==> src/rtl/idle_sel_pkg.sv <==
package idle_sel_pkg;

    localparam int LAT_W = 16;

    typedef logic [LAT_W-1:0] lat_t;
    typedef logic [LAT_W:0]   wlat_t;

    typedef struct packed {
        logic valid;
        logic timer_lost;
        logic has_wake;
        lat_t entry_lat;
        lat_t exit_lat;
        lat_t min_res;
        lat_t wake_lat;
    } desc_t;

    // Wakeup latency used for the ceiling test.
    function automatic wlat_t eff_wake(desc_t d);
        if (d.has_wake)
            return {1'b0, d.wake_lat};
        return {1'b0, d.entry_lat} + {1'b0, d.exit_lat};
    endfunction

endpackage

==> src/rtl/idle_desc_table.sv <==
module idle_desc_table
    import idle_sel_pkg::*;
#(
    parameter int NUM_STATES = 8,
    parameter int IDX_W      = 3
) (
    input  logic                    clk,
    input  logic                    rst,
    input  logic                    wr_en,
    input  logic [IDX_W-1:0]        wr_idx,
    input  desc_t                   wr_desc,
    output desc_t [NUM_STATES-1:0]  tbl
);

    for (genvar g = 0; g < NUM_STATES; g++) begin : g_slot
        always_ff @(posedge clk) begin
            if (rst)
                tbl[g] <= '0;
            else if (wr_en && wr_idx == IDX_W'(g))
                tbl[g] <= wr_desc;
        end
    end

endmodule

==> src/rtl/idle_eligibility.sv <==
module idle_eligibility
    import idle_sel_pkg::*;
#(
    parameter int NUM_STATES = 8,
    parameter int TIME_W     = 32
) (
    input  desc_t [NUM_STATES-1:0] tbl,
    input  logic  [TIME_W-1:0]     pred_us,
    input  lat_t                   lat_limit,
    output logic  [NUM_STATES-1:0] elig
);

    localparam int PAD_W = TIME_W - LAT_W;

    for (genvar g = 0; g < NUM_STATES; g++) begin : g_test
        logic res_ok;
        logic lat_ok;
        always_comb begin
            res_ok  = pred_us >= {{PAD_W{1'b0}}, tbl[g].min_res};
            lat_ok  = eff_wake(tbl[g]) <= {1'b0, lat_limit};
            elig[g] = tbl[g].valid && res_ok && lat_ok;
        end
    end

endmodule

==> src/rtl/idle_pick.sv <==
module idle_pick #(
    parameter int NUM_STATES = 8,
    parameter int IDX_W      = 3
) (
    input  logic [NUM_STATES-1:0] elig,
    output logic                  found,
    output logic [IDX_W-1:0]      idx
);

    // Ascending scan: a later (deeper) hit overrides an earlier one.
    always_comb begin
        found = 1'b0;
        idx   = '0;
        for (int i = 0; i < NUM_STATES; i++) begin
            if (elig[i]) begin
                found = 1'b1;
                idx   = IDX_W'(i);
            end
        end
    end

endmodule

==> src/rtl/idle_wake_est.sv <==
module idle_wake_est
    import idle_sel_pkg::*;
#(
    parameter int TIME_W     = 32,
    parameter int CYC_PER_US = 100
) (
    input  logic  clk,
    input  logic  rst,
    input  logic  enter_req,
    input  lat_t  enter_entry,
    input  lat_t  enter_exit,
    input  logic  delay_req,
    output logic  delay_valid,
    output wlat_t delay_us
);

    localparam int PRE_W = (CYC_PER_US > 1) ? $clog2(CYC_PER_US) : 1;
    localparam int PAD_W = TIME_W - LAT_W;

    logic [PRE_W-1:0]  pre_cnt;
    logic [TIME_W-1:0] now_us;
    logic [TIME_W-1:0] t_enter;
    lat_t              held_entry;
    lat_t              held_exit;
    logic [TIME_W-1:0] elapsed;
    lat_t              remain;
    wlat_t             delay_next;

    always_ff @(posedge clk) begin
        if (rst) begin
            pre_cnt <= '0;
            now_us  <= '0;
        end else if (pre_cnt == PRE_W'(CYC_PER_US - 1)) begin
            pre_cnt <= '0;
            now_us  <= now_us + 1'b1;
        end else begin
            pre_cnt <= pre_cnt + 1'b1;
        end
    end

    always_ff @(posedge clk) begin
        if (rst) begin
            t_enter    <= '0;
            held_entry <= '0;
            held_exit  <= '0;
        end else if (enter_req) begin
            t_enter    <= now_us;
            held_entry <= enter_entry;
            held_exit  <= enter_exit;
        end
    end

    always_comb begin
        elapsed = now_us - t_enter;
        if (elapsed >= {{PAD_W{1'b0}}, held_entry})
            remain = '0;
        else
            remain = held_entry - elapsed[LAT_W-1:0];
        delay_next = {1'b0, held_exit} + {1'b0, remain};
    end

    always_ff @(posedge clk) begin
        if (rst) begin
            delay_valid <= 1'b0;
            delay_us    <= '0;
        end else begin
            delay_valid <= delay_req;
            if (delay_req)
                delay_us <= delay_next;
        end
    end

endmodule

==> src/rtl/idle_selector.sv <==
module idle_selector
    import idle_sel_pkg::*;
#(
    parameter int NUM_STATES = 8,
    parameter int TIME_W     = 32,
    parameter int CYC_PER_US = 100,
    localparam int IDX_W     = (NUM_STATES > 1) ? $clog2(NUM_STATES) : 1
) (
    input  logic              clk,
    input  logic              rst,
    input  logic              wr_en,
    input  logic [IDX_W-1:0]  wr_idx,
    input  logic              wr_valid,
    input  logic              wr_timer_lost,
    input  logic              wr_has_wake,
    input  logic [15:0]       wr_entry,
    input  logic [15:0]       wr_exit,
    input  logic [15:0]       wr_min_res,
    input  logic [15:0]       wr_wake,
    input  logic              sel_req,
    input  logic [TIME_W-1:0] pred_us,
    input  logic [15:0]       lat_limit,
    output logic              sel_done,
    output logic              sel_deep,
    output logic [IDX_W-1:0]  sel_idx,
    output logic              sel_timer_lost,
    input  logic              enter_req,
    input  logic              delay_req,
    output logic              delay_valid,
    output logic [16:0]       delay_us
);

    desc_t                  wr_desc;
    desc_t [NUM_STATES-1:0] tbl;
    logic  [NUM_STATES-1:0] elig_vec;
    logic                   pick_found;
    logic  [IDX_W-1:0]      pick_idx;
    lat_t                   enter_entry;
    lat_t                   enter_exit;

    always_comb begin
        wr_desc.valid      = wr_valid;
        wr_desc.timer_lost = wr_timer_lost;
        wr_desc.has_wake   = wr_has_wake;
        wr_desc.entry_lat  = wr_entry;
        wr_desc.exit_lat   = wr_exit;
        wr_desc.min_res    = wr_min_res;
        wr_desc.wake_lat   = wr_wake;
    end

    idle_desc_table #(.NUM_STATES(NUM_STATES), .IDX_W(IDX_W)) u_table (
        .clk     (clk),
        .rst     (rst),
        .wr_en   (wr_en),
        .wr_idx  (wr_idx),
        .wr_desc (wr_desc),
        .tbl     (tbl)
    );

    idle_eligibility #(.NUM_STATES(NUM_STATES), .TIME_W(TIME_W)) u_elig (
        .tbl       (tbl),
        .pred_us   (pred_us),
        .lat_limit (lat_limit),
        .elig      (elig_vec)
    );

    idle_pick #(.NUM_STATES(NUM_STATES), .IDX_W(IDX_W)) u_pick (
        .elig  (elig_vec),
        .found (pick_found),
        .idx   (pick_idx)
    );

    always_ff @(posedge clk) begin
        if (rst) begin
            sel_done       <= 1'b0;
            sel_deep       <= 1'b0;
            sel_idx        <= '0;
            sel_timer_lost <= 1'b0;
        end else begin
            sel_done <= sel_req;
            if (sel_req) begin
                sel_deep       <= pick_found;
                sel_idx        <= pick_idx;
                sel_timer_lost <= pick_found && tbl[pick_idx].timer_lost;
            end
        end
    end

    // Standby has zero latencies, so its wake delay is always zero.
    always_comb begin
        enter_entry = sel_deep ? tbl[sel_idx].entry_lat : '0;
        enter_exit  = sel_deep ? tbl[sel_idx].exit_lat  : '0;
    end

    idle_wake_est #(.TIME_W(TIME_W), .CYC_PER_US(CYC_PER_US)) u_wake (
        .clk         (clk),
        .rst         (rst),
        .enter_req   (enter_req),
        .enter_entry (enter_entry),
        .enter_exit  (enter_exit),
        .delay_req   (delay_req),
        .delay_valid (delay_valid),
        .delay_us    (delay_us)
    );

endmodule

==> config.mk <==
export PLATFORM = sky130hd
export DESIGN_NAME = idle_selector
export DESIGN_NICKNAME = d
export VERILOG_FILES = /design/src/rtl/idle_sel_pkg.sv /design/src/rtl/idle_desc_table.sv /design/src/rtl/idle_eligibility.sv /design/src/rtl/idle_pick.sv /design/src/rtl/idle_wake_est.sv /design/src/rtl/idle_selector.sv
export SDC_FILE = /design/constraint.sdc
export NUM_CORES = 2
export LEC_CHECK = 0
export ABC_AREA = 0
export BUFFER_PORTS_ARGS = -buffer_cell sky130_fd_sc_hd__buf_2
export CAP_MARGIN = 15
export CELL_PAD_IN_SITES_DETAIL_PLACEMENT = 1
export CELL_PAD_IN_SITES_GLOBAL_PLACEMENT = 1
export CORE_ASPECT_RATIO = 1.75
export CORE_MARGIN = 2
export CORE_UTILIZATION = 50
export CTS_CLUSTER_DIAMETER = 60
export DETAILED_ROUTE_END_ITERATION = 7
export PLACE_DENSITY_LB_ADDON = 0.2
export SYNTH_ARGS = -nofsm -noshare
export SYNTH_HDL_FRONTEND = slang
export SYNTH_HIERARCHICAL = 1
export SYNTH_SLANG_ARGS = --single-unit
==> constraint.sdc <==
create_clock -name clk -period 19 [get_ports clk]
set_input_delay 1.9 -clock clk [delete_from_list [all_inputs] [get_ports clk]]
set_output_delay 1.9 -clock clk [all_outputs]
set_load 0.005 [all_outputs]
==> impl_summary.txt <==
----------------------------------------------------
[Setup path]
  Max FO, Critical Path ... 16
  Critical path required time ... between 15 and 20 ns
  Critical path's slowest cell ... sky130_fd_sc_hd__fa_1
  Data arrival time of the critical path ... 8.52 ns
  CP Capture Type ... flip-flop
  Launching element type of the critical path ... flip-flop
  Delay of the slowest cell on the worst path ... 0.41 ns
  WS Path Type ... reg -> reg

[Synth]
  Seq cells post-synth ... 663
  Area fraction of the dominant cell type after synthesis ... 0.300
  Share of the yosys chip area belonging to registers ... 0.300
  Gate count after technology mapping ... 4,820
  Cell accounting for the most synthesized area ... sky130_fd_sc_hd__dfxtp_1
  Nets in the synthesized netlist ... 5,419
  Most common flop cell mapped by yosys ... sky130_fd_sc_hd__dfxtp_1
  Syn_area_per_cell ... 9.19 um^2
  Number of synthesized flops with an enable pin ... 0
  Biggest area contributors in the synthesized netlist ... sky130_fd_sc_hd__dfxtp_1 (30%), sky130_fd_sc_hd__mux2i_1 (15%), sky130_fd_sc_hd__ha_1 (13%), sky130_fd_sc_hd__nand2b_1 (9.2%), sky130_fd_sc_hd__mux4_2 (3.3%)
  Number of synthesis warnings ... 6
  Netlist area before placement ... 0.0443 mm^2
  Count of unique library cells instantiated by Yosys ... 87
  Post-synth ARST share ... 0

[Global routing]
  Largest net degree at the start of global routing ... 188
  Initial antenna violation count ... 19
  Number of global-route vias before repair ... 39,200
  GR Util All Layers ... 0.359
  First-pass GRT wire length ... 244,000 um
  Remaining global-route overflow ... 0

[STA]
  Count of endpoints failing setup in the final report ... 0
  Total negative slack ... 0 ns
  Worst Skew ... roughly 0.026 ns
  Highest Clock Rate ... ~0.13 GHz
  RSZ-0062 raised after global routing ... false
  Hold_ws ... approximately 0.47 ns
  Slew Limit Headroom ... 0.158
  Fin worst setup slack ... 11.01 ns
  Fraction of the cycle the final worst path needs ... 0.421
  Transition time at the pin with the least slew margin ... 1.26 ns
  Min cycle time layout ... ~8 ns
  Final-report hold violation count ... 0
  Pins Over Slew Limit ... 0

[Clock network]
  Clock tree root buffer cell ... sky130_fd_sc_hd__clkbuf_16
  CTS tree ... built
  Maximum count of clock buffers along a single path ... 3
  Clk sink count ... 663
  Hold Buf Count CTS ... 0
  Maximum level of the CTS H-tree ... 3
  Number of buffers added by the clock tree synthesis step ... 71
  Worst skew pair latency ... 0.67 ns
  Post-CTS Setup Inserts ... 0
  Reg clk slew, reported paths ... 0.06 ns
  Number of resized instances in the post-cts repair step ... 0

[Power and ir drop]
  Power per cell area ... around 67 mW/mm^2
  Clk pwr share ... 0.438
  Proportion of power drawn by combinational gates ... 0.112
  Leak ... ~22 nW
  Worst-case vdd ir drop ... ~0.000067 V
  Switching fraction of total power ... 0.271
  Final Power ... 3.20 mW
  Net switching power ... 868 uW
  Int Pwr ... 2.34 mW
  Seq pwr share ... 0.449

[Floorplanning]
  Core Area ... 0.0879 mm^2
  Die ar. ... 0.0911 mm^2
  Die boundary width ... 229 um
  Number of rows in the core area ... 144
  Die span in y ... 398 um
  Initial core utilization ... 0.504
  Top-level I/O count ... 148

[Layout]
  Most common library cell in the layout ignoring fill and taps ... sky130_fd_sc_hd__mux2i_1
  Syn-to-layout area delta ... 8.23%
  Layout cell share with drive strength beyond 1 ... 0.0832
  Total of fill cells in the finished design ... a little over 10,000
  Highest-count cells in the layout ignoring fill and taps ... sky130_fd_sc_hd__mux2i_1 (674), sky130_fd_sc_hd__dfxtp_1 (660), sky130_fd_sc_hd__nand2b_1 (653)
  Non-filler instance count after layout ... 6,026
  Nets@finish ... 5,406

[Drt]
  Number of design-rule violations left by the first detailed-router iteration ... 1,879
  Count of antenna-violating nets left after detailed routing ... 0
  Detailed-route wire length per cell ... 27.4 um
  First-pass detailed-route iteration total ... 7
  Detail-routed via count per cell ... a little over 6
  Routed Wire Length ... approximately 170,000 um
  Via count ... 36,400
  Number of DRC violations after detailed routing ... 0

[Placement]
  IO Port Bufs ... 147
  Routability Congestion ... ~1.0
  Post-placement setup slack ... 11.07 ns
  DPL Wire Length ... 127,000 um
  Post-placement cell count ... 5,902

[Outcome]
  Result of the run ... completed

[Worst hold path]
  Min-Delay Path Class ... reg -> reg

[Job]
  # Max-Cap Violations ... 0

----------------------------------------------------
## registers in the layout (all words and copies together) (netlist names), 3 cells and up
register           cells
u_table/tbl          536
u_wake/now_us         32
u_wake/t_enter        32
u_wake/delay_us       17
u_wake/held_entry     16
u_wake/held_exit      16
u_wake/pre_cnt         7
sel_idx                3
## through the flow
stage,instance area [um^2],utilization
after floorplan,44300,-
after global placement,45700,0.520
after detailed placement,45700,0.520
after CTS,47900,0.545
after global routing,47900,0.545
final,47900,0.545
## power by group through the flow
stage	Clock (mW)	Sequential, mW	Combinational, mW
finish	1.40	1.44	0.360
detailed placement	0	1.47	0.353
floorplan	0	1.46	0.229
CTS	1.43	1.44	0.356
global route	1.48	1.44	0.383
global placement	0	1.47	0.344
## Yosys cell counts, drive strengths merged (34+ instances only)
cell type	count
ha	464
a211oi	34
mux4	66
nand3	53
mux2i	674
inv	287
nor2b	71
a21oi	197
o21ai	218
o21a	35
a21o	147
xnor2	72
dfxtp	663
buf	95
clkbuf	185
nand4	63
nand2b	653
nor2	229
nand2	187
xor2	86
## metal layers
| layer | track usage | share of wire | up-vias |
|---|---|---|---|
| met2 | 0.663 | 0.51 | 984 |
| met3 | 0.0455 | 0.036 | 542 |
| met1 | 0.342 | 0.34 | 18000 |
| li1 | - | - | 16800 |
| met5 | 0 | 0.00017 | - |
| met4 | 0.339 | 0.11 | 4 |
## final timing paths
path / start / to / slack (ns) / cells past startpoint
hold reg to reg: u_wake/pre_cnt[0] / u_wake/pre_cnt[0] / 0.47 / 1
setup reg to reg: u_wake/now_us[0] / u_wake/delay_us[14] / 11.01 / 35
setup / recovery: u_wake/now_us[0] / u_wake/delay_us[14] / 11.01 / 35
hold / removal: u_wake/pre_cnt[0] / u_wake/pre_cnt[0] / 0.47 / 1
## layout make-up
type                       instances  area (um^2)  area share
clock buffer                     100         2020      0.0420
antenna                            2         5.00    0.000104
clock inverter                    22          221     0.00462
tap                             1168         1460      0.0305
sequential                       663        13300       0.277
inverter                         288         1080      0.0226
timing repair buffer             194         1100      0.0230
multi-input combinational       3589        28800       0.600
## logic make-up after synthesis
logic type,after synthesis,share of synthesized area
AND/OR/NAND/NOR,1393,0.174
adder cells (fa/ha/maj),475,0.136
AO/OA/AOI/OAI,815,0.119
flip-flops,663,0.300
buffers and inverters,568,0.0525
multiplexers,748,0.188
XOR/XNOR,158,0.0312
## critical path, delay by kind of cell, from the launching register on
| family | cells | cell delay, ns |
|---|---|---|
| AO/OA/AOI/OAI | 20 | 4.06 |
| XOR/XNOR | 1 | 0.20 |
| adder cells (fa/ha/maj) | 4 | 1.20 |
| buffers and inverters | 4 | 0.54 |
| flip-flops | 1 | 0.36 |
| AND/OR/NAND/NOR | 6 | 1.49 |
(Power assumes the default switching activity.)
